--- src/rtl/bwpr_pkg.sv ---
package bwpr_pkg;

    typedef enum logic [1:0] {
        SEL_RATE   = 2'd0,
        SEL_WMARK  = 2'd1,
        SEL_LEVELS = 2'd2,
        SEL_FLUSH  = 2'd3
    } bwpr_sel_e;

    localparam logic [1:0] PRESS_LOW  = 2'd0;
    localparam logic [1:0] PRESS_MED  = 2'd1;
    localparam logic [1:0] PRESS_BAD  = 2'd2;
    localparam logic [1:0] PRESS_HIGH = 2'd3;

    // Map the forbidden code onto the highest urgency
    function automatic logic [1:0] legal_press(input logic [1:0] code);
        return (code == PRESS_BAD) ? PRESS_HIGH : code;
    endfunction

endpackage

--- src/rtl/bwpr_cfg_regs.sv ---
module bwpr_cfg_regs
    import bwpr_pkg::*;
#(
    parameter int RATE_W = 12,
    parameter int WM_W   = 16,
    parameter int DATA_W = 16
) (
    input  logic              clk,
    input  logic              rst_n,
    input  logic              wr_en,
    input  logic [1:0]        wr_sel,
    input  logic [DATA_W-1:0] wr_data,
    output logic [RATE_W-1:0] rate_q,
    output logic [WM_W-1:0]   wmark_q,
    output logic [1:0]        lvl_low_q,
    output logic [1:0]        lvl_high_q,
    output logic              flush
);

    localparam int NUM_LVL = 2;

    typedef struct packed {
        logic [RATE_W-1:0]           rate;
        logic [WM_W-1:0]             wmark;
        logic [NUM_LVL-1:0][1:0]     lvl;   // [0] low, [1] high
    } cfg_t;

    cfg_t st_d, st_q;
    logic [NUM_LVL-1:0][1:0] lvl_in;
    bwpr_sel_e sel;

    assign sel = bwpr_sel_e'(wr_sel);

    // Each level field is legalized on its way in
    for (genvar g = 0; g < NUM_LVL; g++) begin : g_lvl
        assign lvl_in[g] = legal_press(wr_data[2*g+1:2*g]);
    end

    always_comb begin
        st_d  = st_q;
        flush = 1'b0;
        if (wr_en) begin
            case (sel)
                SEL_RATE:   st_d.rate  = wr_data[RATE_W-1:0];
                SEL_WMARK:  st_d.wmark = wr_data[WM_W-1:0];
                SEL_LEVELS: st_d.lvl   = lvl_in;
                SEL_FLUSH:  flush      = wr_data[0];
                default:    st_d       = st_q;
            endcase
        end
    end

    always_ff @(posedge clk or negedge rst_n) begin
        if (!rst_n) begin
            st_q.rate   <= '0;
            st_q.wmark  <= '1;
            st_q.lvl[0] <= PRESS_LOW;
            st_q.lvl[1] <= PRESS_HIGH;
        end else begin
            st_q <= st_d;
        end
    end

    assign rate_q     = st_q.rate;
    assign wmark_q    = st_q.wmark;
    assign lvl_low_q  = st_q.lvl[0];
    assign lvl_high_q = st_q.lvl[1];

endmodule

--- src/rtl/bwpr_credit_acc.sv ---
module bwpr_credit_acc #(
    parameter int BYTES_W = 8,
    parameter int RATE_W  = 12,
    parameter int FRAC_W  = 5,
    parameter int ACC_W   = 22
) (
    input  logic               clk,
    input  logic               rst_n,
    input  logic               beat_vld,
    input  logic [BYTES_W-1:0] beat_bytes,
    input  logic [RATE_W-1:0]  rate,
    input  logic               flush,
    output logic [ACC_W-1:0]   acc_nxt,
    output logic [ACC_W-1:0]   acc_q
);

    localparam int SUM_W = ACC_W + 1;
    localparam int SCL_W = BYTES_W + FRAC_W;
    localparam logic [ACC_W-1:0] ACC_MAX = '1;

    typedef struct packed {
        logic [ACC_W-1:0] credit;
    } acc_t;

    acc_t st_d, st_q;
    logic [SUM_W-1:0] scaled, gross, drain, net;

    always_comb begin
        st_d   = st_q;
        scaled = beat_vld ? SUM_W'({beat_bytes, {FRAC_W{1'b0}}}) : '0;
        gross  = {1'b0, st_q.credit} + scaled;
        drain  = SUM_W'(rate);
        net    = gross - drain;
        if (flush) begin
            st_d.credit = '0;
        end else if (gross < drain) begin
            st_d.credit = '0;                       // floor
        end else if (net > {1'b0, ACC_MAX}) begin
            st_d.credit = ACC_MAX;                  // ceiling
        end else begin
            st_d.credit = net[ACC_W-1:0];
        end
    end

    always_ff @(posedge clk or negedge rst_n) begin
        if (!rst_n) st_q <= '0;
        else        st_q <= st_d;
    end

    assign acc_nxt = st_d.credit;
    assign acc_q   = st_q.credit;

    logic unused_scl;
    assign unused_scl = ^SCL_W;

endmodule

--- src/rtl/bwpr_press_sel.sv ---
module bwpr_press_sel
    import bwpr_pkg::*;
#(
    parameter int ACC_W  = 22,
    parameter int FRAC_W = 5,
    parameter int WM_W   = 16
) (
    input  logic             clk,
    input  logic             rst_n,
    input  logic [ACC_W-1:0] acc_nxt,
    input  logic [WM_W-1:0]  wmark,
    input  logic [1:0]       lvl_low,
    input  logic [1:0]       lvl_high,
    input  logic             flush,
    output logic [1:0]       pressure
);

    localparam int INT_W = ACC_W - FRAC_W;

    typedef struct packed {
        logic [1:0] level;
    } prs_t;

    prs_t st_d, st_q;
    logic [INT_W-1:0] excess;
    logic             over;

    always_comb begin
        excess = acc_nxt[ACC_W-1:FRAC_W];
        over   = (excess >= INT_W'(wmark));
        st_d   = st_q;
        if (flush)     st_d.level = lvl_high;
        else if (over) st_d.level = lvl_low;
        else           st_d.level = lvl_high;
    end

    always_ff @(posedge clk or negedge rst_n) begin
        if (!rst_n) st_q.level <= PRESS_HIGH;
        else        st_q       <= st_d;
    end

    assign pressure = st_q.level;

endmodule

--- src/rtl/bw_pressure_regulator.sv ---
module bw_pressure_regulator #(
    parameter int BYTES_W = 8,
    parameter int RATE_W  = 12,
    parameter int WM_W    = 16,
    parameter int FRAC_W  = 5,
    parameter int DATA_W  = 16
) (
    input  logic               clk,
    input  logic               rst_n,
    input  logic               beat_vld,
    input  logic [BYTES_W-1:0] beat_bytes,
    input  logic               wr_en,
    input  logic [1:0]         wr_sel,
    input  logic [DATA_W-1:0]  wr_data,
    output logic [1:0]         pressure
);

    localparam int ACC_W = WM_W + FRAC_W + 1;

    logic [RATE_W-1:0] rate_q;
    logic [WM_W-1:0]   wmark_q;
    logic [1:0]        lvl_low_q;
    logic [1:0]        lvl_high_q;
    logic              flush;
    logic [ACC_W-1:0]  acc_nxt;
    logic [ACC_W-1:0]  acc_q;

    bwpr_cfg_regs #(
        .RATE_W (RATE_W),
        .WM_W   (WM_W),
        .DATA_W (DATA_W)
    ) u_cfg (
        .clk        (clk),
        .rst_n      (rst_n),
        .wr_en      (wr_en),
        .wr_sel     (wr_sel),
        .wr_data    (wr_data),
        .rate_q     (rate_q),
        .wmark_q    (wmark_q),
        .lvl_low_q  (lvl_low_q),
        .lvl_high_q (lvl_high_q),
        .flush      (flush)
    );

    bwpr_credit_acc #(
        .BYTES_W (BYTES_W),
        .RATE_W  (RATE_W),
        .FRAC_W  (FRAC_W),
        .ACC_W   (ACC_W)
    ) u_acc (
        .clk        (clk),
        .rst_n      (rst_n),
        .beat_vld   (beat_vld),
        .beat_bytes (beat_bytes),
        .rate       (rate_q),
        .flush      (flush),
        .acc_nxt    (acc_nxt),
        .acc_q      (acc_q)
    );

    bwpr_press_sel #(
        .ACC_W  (ACC_W),
        .FRAC_W (FRAC_W),
        .WM_W   (WM_W)
    ) u_prs (
        .clk      (clk),
        .rst_n    (rst_n),
        .acc_nxt  (acc_nxt),
        .wmark    (wmark_q),
        .lvl_low  (lvl_low_q),
        .lvl_high (lvl_high_q),
        .flush    (flush),
        .pressure (pressure)
    );

endmodule

--- config.mk ---
export PLATFORM = sky130hd
export DESIGN_NAME = bw_pressure_regulator
export DESIGN_NICKNAME = d
export VERILOG_FILES = /design/src/rtl/bwpr_pkg.sv /design/src/rtl/bwpr_cfg_regs.sv /design/src/rtl/bwpr_credit_acc.sv /design/src/rtl/bwpr_press_sel.sv /design/src/rtl/bw_pressure_regulator.sv
export SDC_FILE = /design/constraint.sdc
export NUM_CORES = 1
export LEC_CHECK = 0
export BUFFER_PORTS_ARGS = -buffer_cell sky130_fd_sc_hd__buf_4
export CORE_UTILIZATION = 50
export CTS_CLUSTER_SIZE = 14
export DETAILED_ROUTE_END_ITERATION = 6
export GPL_TIMING_DRIVEN = 0
export PLACE_DENSITY = 0.74
export SYNTH_ARGS = -nofsm -noshare
export SYNTH_HDL_FRONTEND = slang
export SYNTH_SLANG_ARGS = --single-unit
export TNS_END_PERCENT = 5
--- constraint.sdc ---
create_clock -name clk -period 15.22 [get_ports clk]
set_input_delay 3.044 -clock clk [delete_from_list [all_inputs] [get_ports clk]]
set_output_delay 3.044 -clock clk [all_outputs]
set_load 0.01 [all_outputs]
Word-level counts from Yosys, hierarchy flattened --
Index checks and enable logic that the tools add are counted.
Word-level totals: word-level logic and storage cells 30, input port bits 30, bits in read-only memories 0, bits in registers 56, memories kept 0, latch bits 0, RAM bits 0
Operators by class: divide/modulo/power cells 0, $add $sub $neg 2, $lt $le $gt $ge 3, reductions and logical operators 4, multipliers 0, multiplexer cells 10, equal/unequal tests 5, bitwise logic cells 0, shift operators 0
Operator list (count):
- $mux W22 | 3
- $add A22 B23 Y23 | 1
- $gt A23 B22 Y1 const B | 1
- $lt A23 B12 Y1 | 1
- $sub A23 B12 Y23 | 1
- $ge A17 B16 Y1 | 1
- $mux W13 | 1
- $eq A2 B2 Y1 const B | 4
- $mux W2 | 4
- $reduce_and A2 Y1 | 3
- $eq A2 B1 Y1 const B | 1
- $logic_not A2 Y1 | 1
- $mux W1 | 2

Longest topological paths before layout --
depth after elaboration 10, depth in mapped cells 29, depth with buffers taken out 27

Modules after synthesis --
From an unflattened synthesis, not the netlist that was laid out.
Second synthesis, totals: cell total of the unflattened synthesis 389, area total of the unflattened synthesis 3986.3 um^2
By module, submodules not included:
- bwpr_credit_acc | cells an instance 245, instances 1, area an instance 2144.6 um^2
- bwpr_cfg_regs | cells an instance 74, instances 1, area an instance 1311.3 um^2
- bwpr_press_sel | cells an instance 70, instances 1, area an instance 530.5 um^2

Least setup slack after synthesis --
Ideal clock, no wire load.
path type input to register, start point input beat_bytes[0], end point register u_prs.st_q, in the netlist u_prs.pressure[0], stages 28, setup slack 6.916 ns, arrival 8.220 ns, buffers on the path 2, cells stage by stage and2_1 > ha_1 > inv_1 > fa_1 > nand2b_1 > a21oi_1 > nor3_1 > xnor2_1 > ha_1 > o21a_1 > and2_1 > a311oi_1 > nor2b_1 > buf_2 > nand4_1 > xnor2_1 > buf_2 > a21oi_1 > ha_1 > and4_1 > a221oi_1 > o21ai_0 > a221oi_1 > o31a_1 > o21ai_0 > or2_2 > o211ai_2 > mux2_1
RTL lines:
- start, declared | line bw_pressure_regulator.sv:11 | input logic [BYTES_W-1:0] beat_bytes,
- end signal, assigned | line bwpr_press_sel.sv:39 | else st_q <= st_d;
- end, declared | line bwpr_press_sel.sv:24 | prs_t st_d, st_q;

==> reports/summary.txt <==
Mapped Area -> 0.00385 sq mm
CP required -> 15.46 ns
Top_reg_cell synth -> dfrtp_1
Num CTS Buffers -> 5
CTS root buffer -> clkbuf_8
WL final -> 8.45 mm
CTS H-tree lvls -> 2
Core outline area -> 0.00733 sq mm
Global-route wire length before repair -> 14.4 mm
Final GP Congestion -> 0.846
Initial core utilization -> 52.5%
Register area -> 0.00143 sq mm
Setup Fix Bufs, Post-CTS -> 0
Ys Warns -> 0
TNS Setup -> 0 ns
Die W -> 89.7 um
Die H -> 89.7 um
Clock tree sinks -> 56
Post-synth EDFFs -> 0
Slowest stage cell, crit path -> a21oi_1
Post-synth ARST share -> 100%
CP max stage delay -> 0.43 ns
Pwr Density -> 241 mW/mm^2
Leading cell types in the layout, fill and taps excluded -> 41 x a21oi_1, 37 x ha_1, 36 x dfrtp_1
Register bit total from synthesis -> 56
Initial antenna violation count -> 0
RSZ-0062 raised after global routing -> no
Setup Skew -> 0.00758 ns
Drt pass-1 iters -> 5
Skew-Pair Late Insertion Delay -> 0.31 ns
Syn Area/Cell -> 9.59 sq um
CTS Buffer Depth -> 2
Hold slack -> 0.492 ns
Status -> finished clean
Post-DRT Antenna Nets -> 0
Syn Inst Count -> 401
Row cnt -> 31
CTS tree -> yes
DRC violations left -> 0
Leak Pwr -> 1.95 nW
Resize count post-CTS -> 0
Commonest non-fill, non-tap cell in the layout -> a21oi_1
Hold Path Class -> register to register
Die Area -> 0.00805 sq mm
Max Cap Viol -> 0
Worst setup SP type -> primary input
Period utilization -> 60.8%
Vias per cell -> 5.59
Hold Vio Cnt, Final -> 0
Worst-margin pin slew -> 0.696 ns
Largest net degree at the start of global routing -> 57
Clock-pin slew on the worst setup and hold paths -> 0.09 ns
Vias in the first global route -> 3,038
Setup crit end kind -> register
Syn Nets -> 470
Fin cells -> 539
DR WL/cell -> 15.7 um
Fillers -> 658
Max VDD drop -> 0.122 mV
IO Port Bufs -> 31
Fin crit period -> 9.25 ns
Synth unique cells -> 56
Top-Level Pins -> 32
Crit path top cell by count -> ha_1
Overall power -> 0.00104 W
Ant diodes -> 0
Worst-path fanout max -> 10
Synth-to-Final Area Change -> 12.7%
Area of the multi-input gates -> 0.00221 sq mm
Hpwl dp -> 6.48 mm
Sequential fraction of the synthesis area -> 37.1%
DR vias -> 3,011
Max frequency -> 108 MHz
Crit path kind -> primary input to register
Hold-fix buffers, CTS -> 0
DRT iter0 DRCs -> 191
GRT Total Usage -> 22.1%
Share of cells above drive strength 1 -> 21.4%
Placed cells -> 531
Slew HR -> 53.6%
Final net count -> 508
Crit path DAT -> 9.49 ns
Slew Limit Fails -> 0
Aggregate global routing overflow -> 0
Final setup violation count -> 0
-- routing by layer --
layer	GRT usage [%]	up-vias	share of wire, %
li1	-	1501	-
met1	30.0	1430	48
met2	37.7	72	48
met3	2.45	8	3.6
met4	5.87	0	0.92
met5	0	-	0
-- critical path: cells and delay by family --
kind	cells	cell delay, ns
compound gates	10	2.57
xor+xnor	2	0.35
fa+ha+maj	4	1.17
buf+inv	4	0.60
mux	1	0.35
simple gates	8	1.39
-- synthesized netlist by cell type, drive strengths merged (7+ instances only) --
cell type | n | area (sq um)
buf | 7 | 51.3
o21ai | 26 | 134
nor2 | 11 | 41.3
dfstp | 20 | 526
xnor2 | 20 | 175
nand3 | 9 | 45.0
mux2 | 21 | 236
a21o | 8 | 60.1
nor3 | 8 | 45.0
inv | 35 | 131
dfrtp | 36 | 901
ha | 37 | 463
nand2 | 28 | 105
xor2 | 8 | 70.1
a21oi | 41 | 205
o211ai | 7 | 57.6
and2 | 11 | 68.8
-- worst paths after layout --
kind,start,endpoint,slack [ns],depth (start not counted)
hold reg to reg,u_cfg.lvl_high_q[0],u_cfg.lvl_high_q[0],0.49,2
setup / recovery,beat_vld,u_prs.pressure[0],5.97,29
min in group asynchronous,rst_n,u_acc.acc_q[18],2.76,1
hold / removal,u_cfg.lvl_high_q[0],u_cfg.lvl_high_q[0],0.49,2
setup reg to reg,u_acc.acc_q[5],u_prs.pressure[0],8.61,27
max in group asynchronous,rst_n,u_acc.acc_q[11],11.98,1
-- sequential cells by signal, indices dropped and copies added, names as in the netlist --
signal            count
u_acc.acc_q          22
u_cfg.lvl_high_q      2
u_cfg.lvl_low_q       2
u_cfg.rate_q         12
u_cfg.wmark_q        16
u_prs.pressure        2
-- layout make-up --
class                      count  share of cell area, %
clock inverter                 2                   1.39
inverter                      35                   3.03
sequential                    56                   32.9
multi-input combinational    297                   51.1
tap                           99                   2.86
buffer                        13                   1.70
timing repair buffer          31                   5.37
clock buffer                   6                   1.67
-- per-stage QoR --
| step | utilization, % | instance area [sq um] | setup slack [ns] |
|---|---|---|---|
| CTS | 59.1 | 4340 | 6.02 |
| global route | 59.1 | 4340 | 5.40 |
| finish | 59.1 | 4340 | 5.97 |
| floorplan | - | 3850 | 6.92 |
| global placement | 57.3 | 4200 | 5.77 |
| detailed placement | 57.3 | 4200 | 5.70 |
-- logic make-up after synthesis --
family                   synth area share [%]
adder cells (fa/ha/maj)                  13.1
AND/OR/NAND/NOR                          12.4
multiplexers                             6.67
buffers and inverters                    5.34
flip-flops                               37.1
AO/OA/AOI/OAI                            19.0
XOR/XNOR                                 6.38
-- power breakdown --
group / internal, W / leakage, nW / switching, W
Combinational: 0.000310 / 1.24 / 0.000385
Sequential: 0.000209 / 0.647 / 0.0000247
Clock: 0.0000658 / 0.0654 / 0.0000486
Total: 0.000585 / 1.95 / 0.000459
Note: power is estimated with default switching activity, not from simulation.
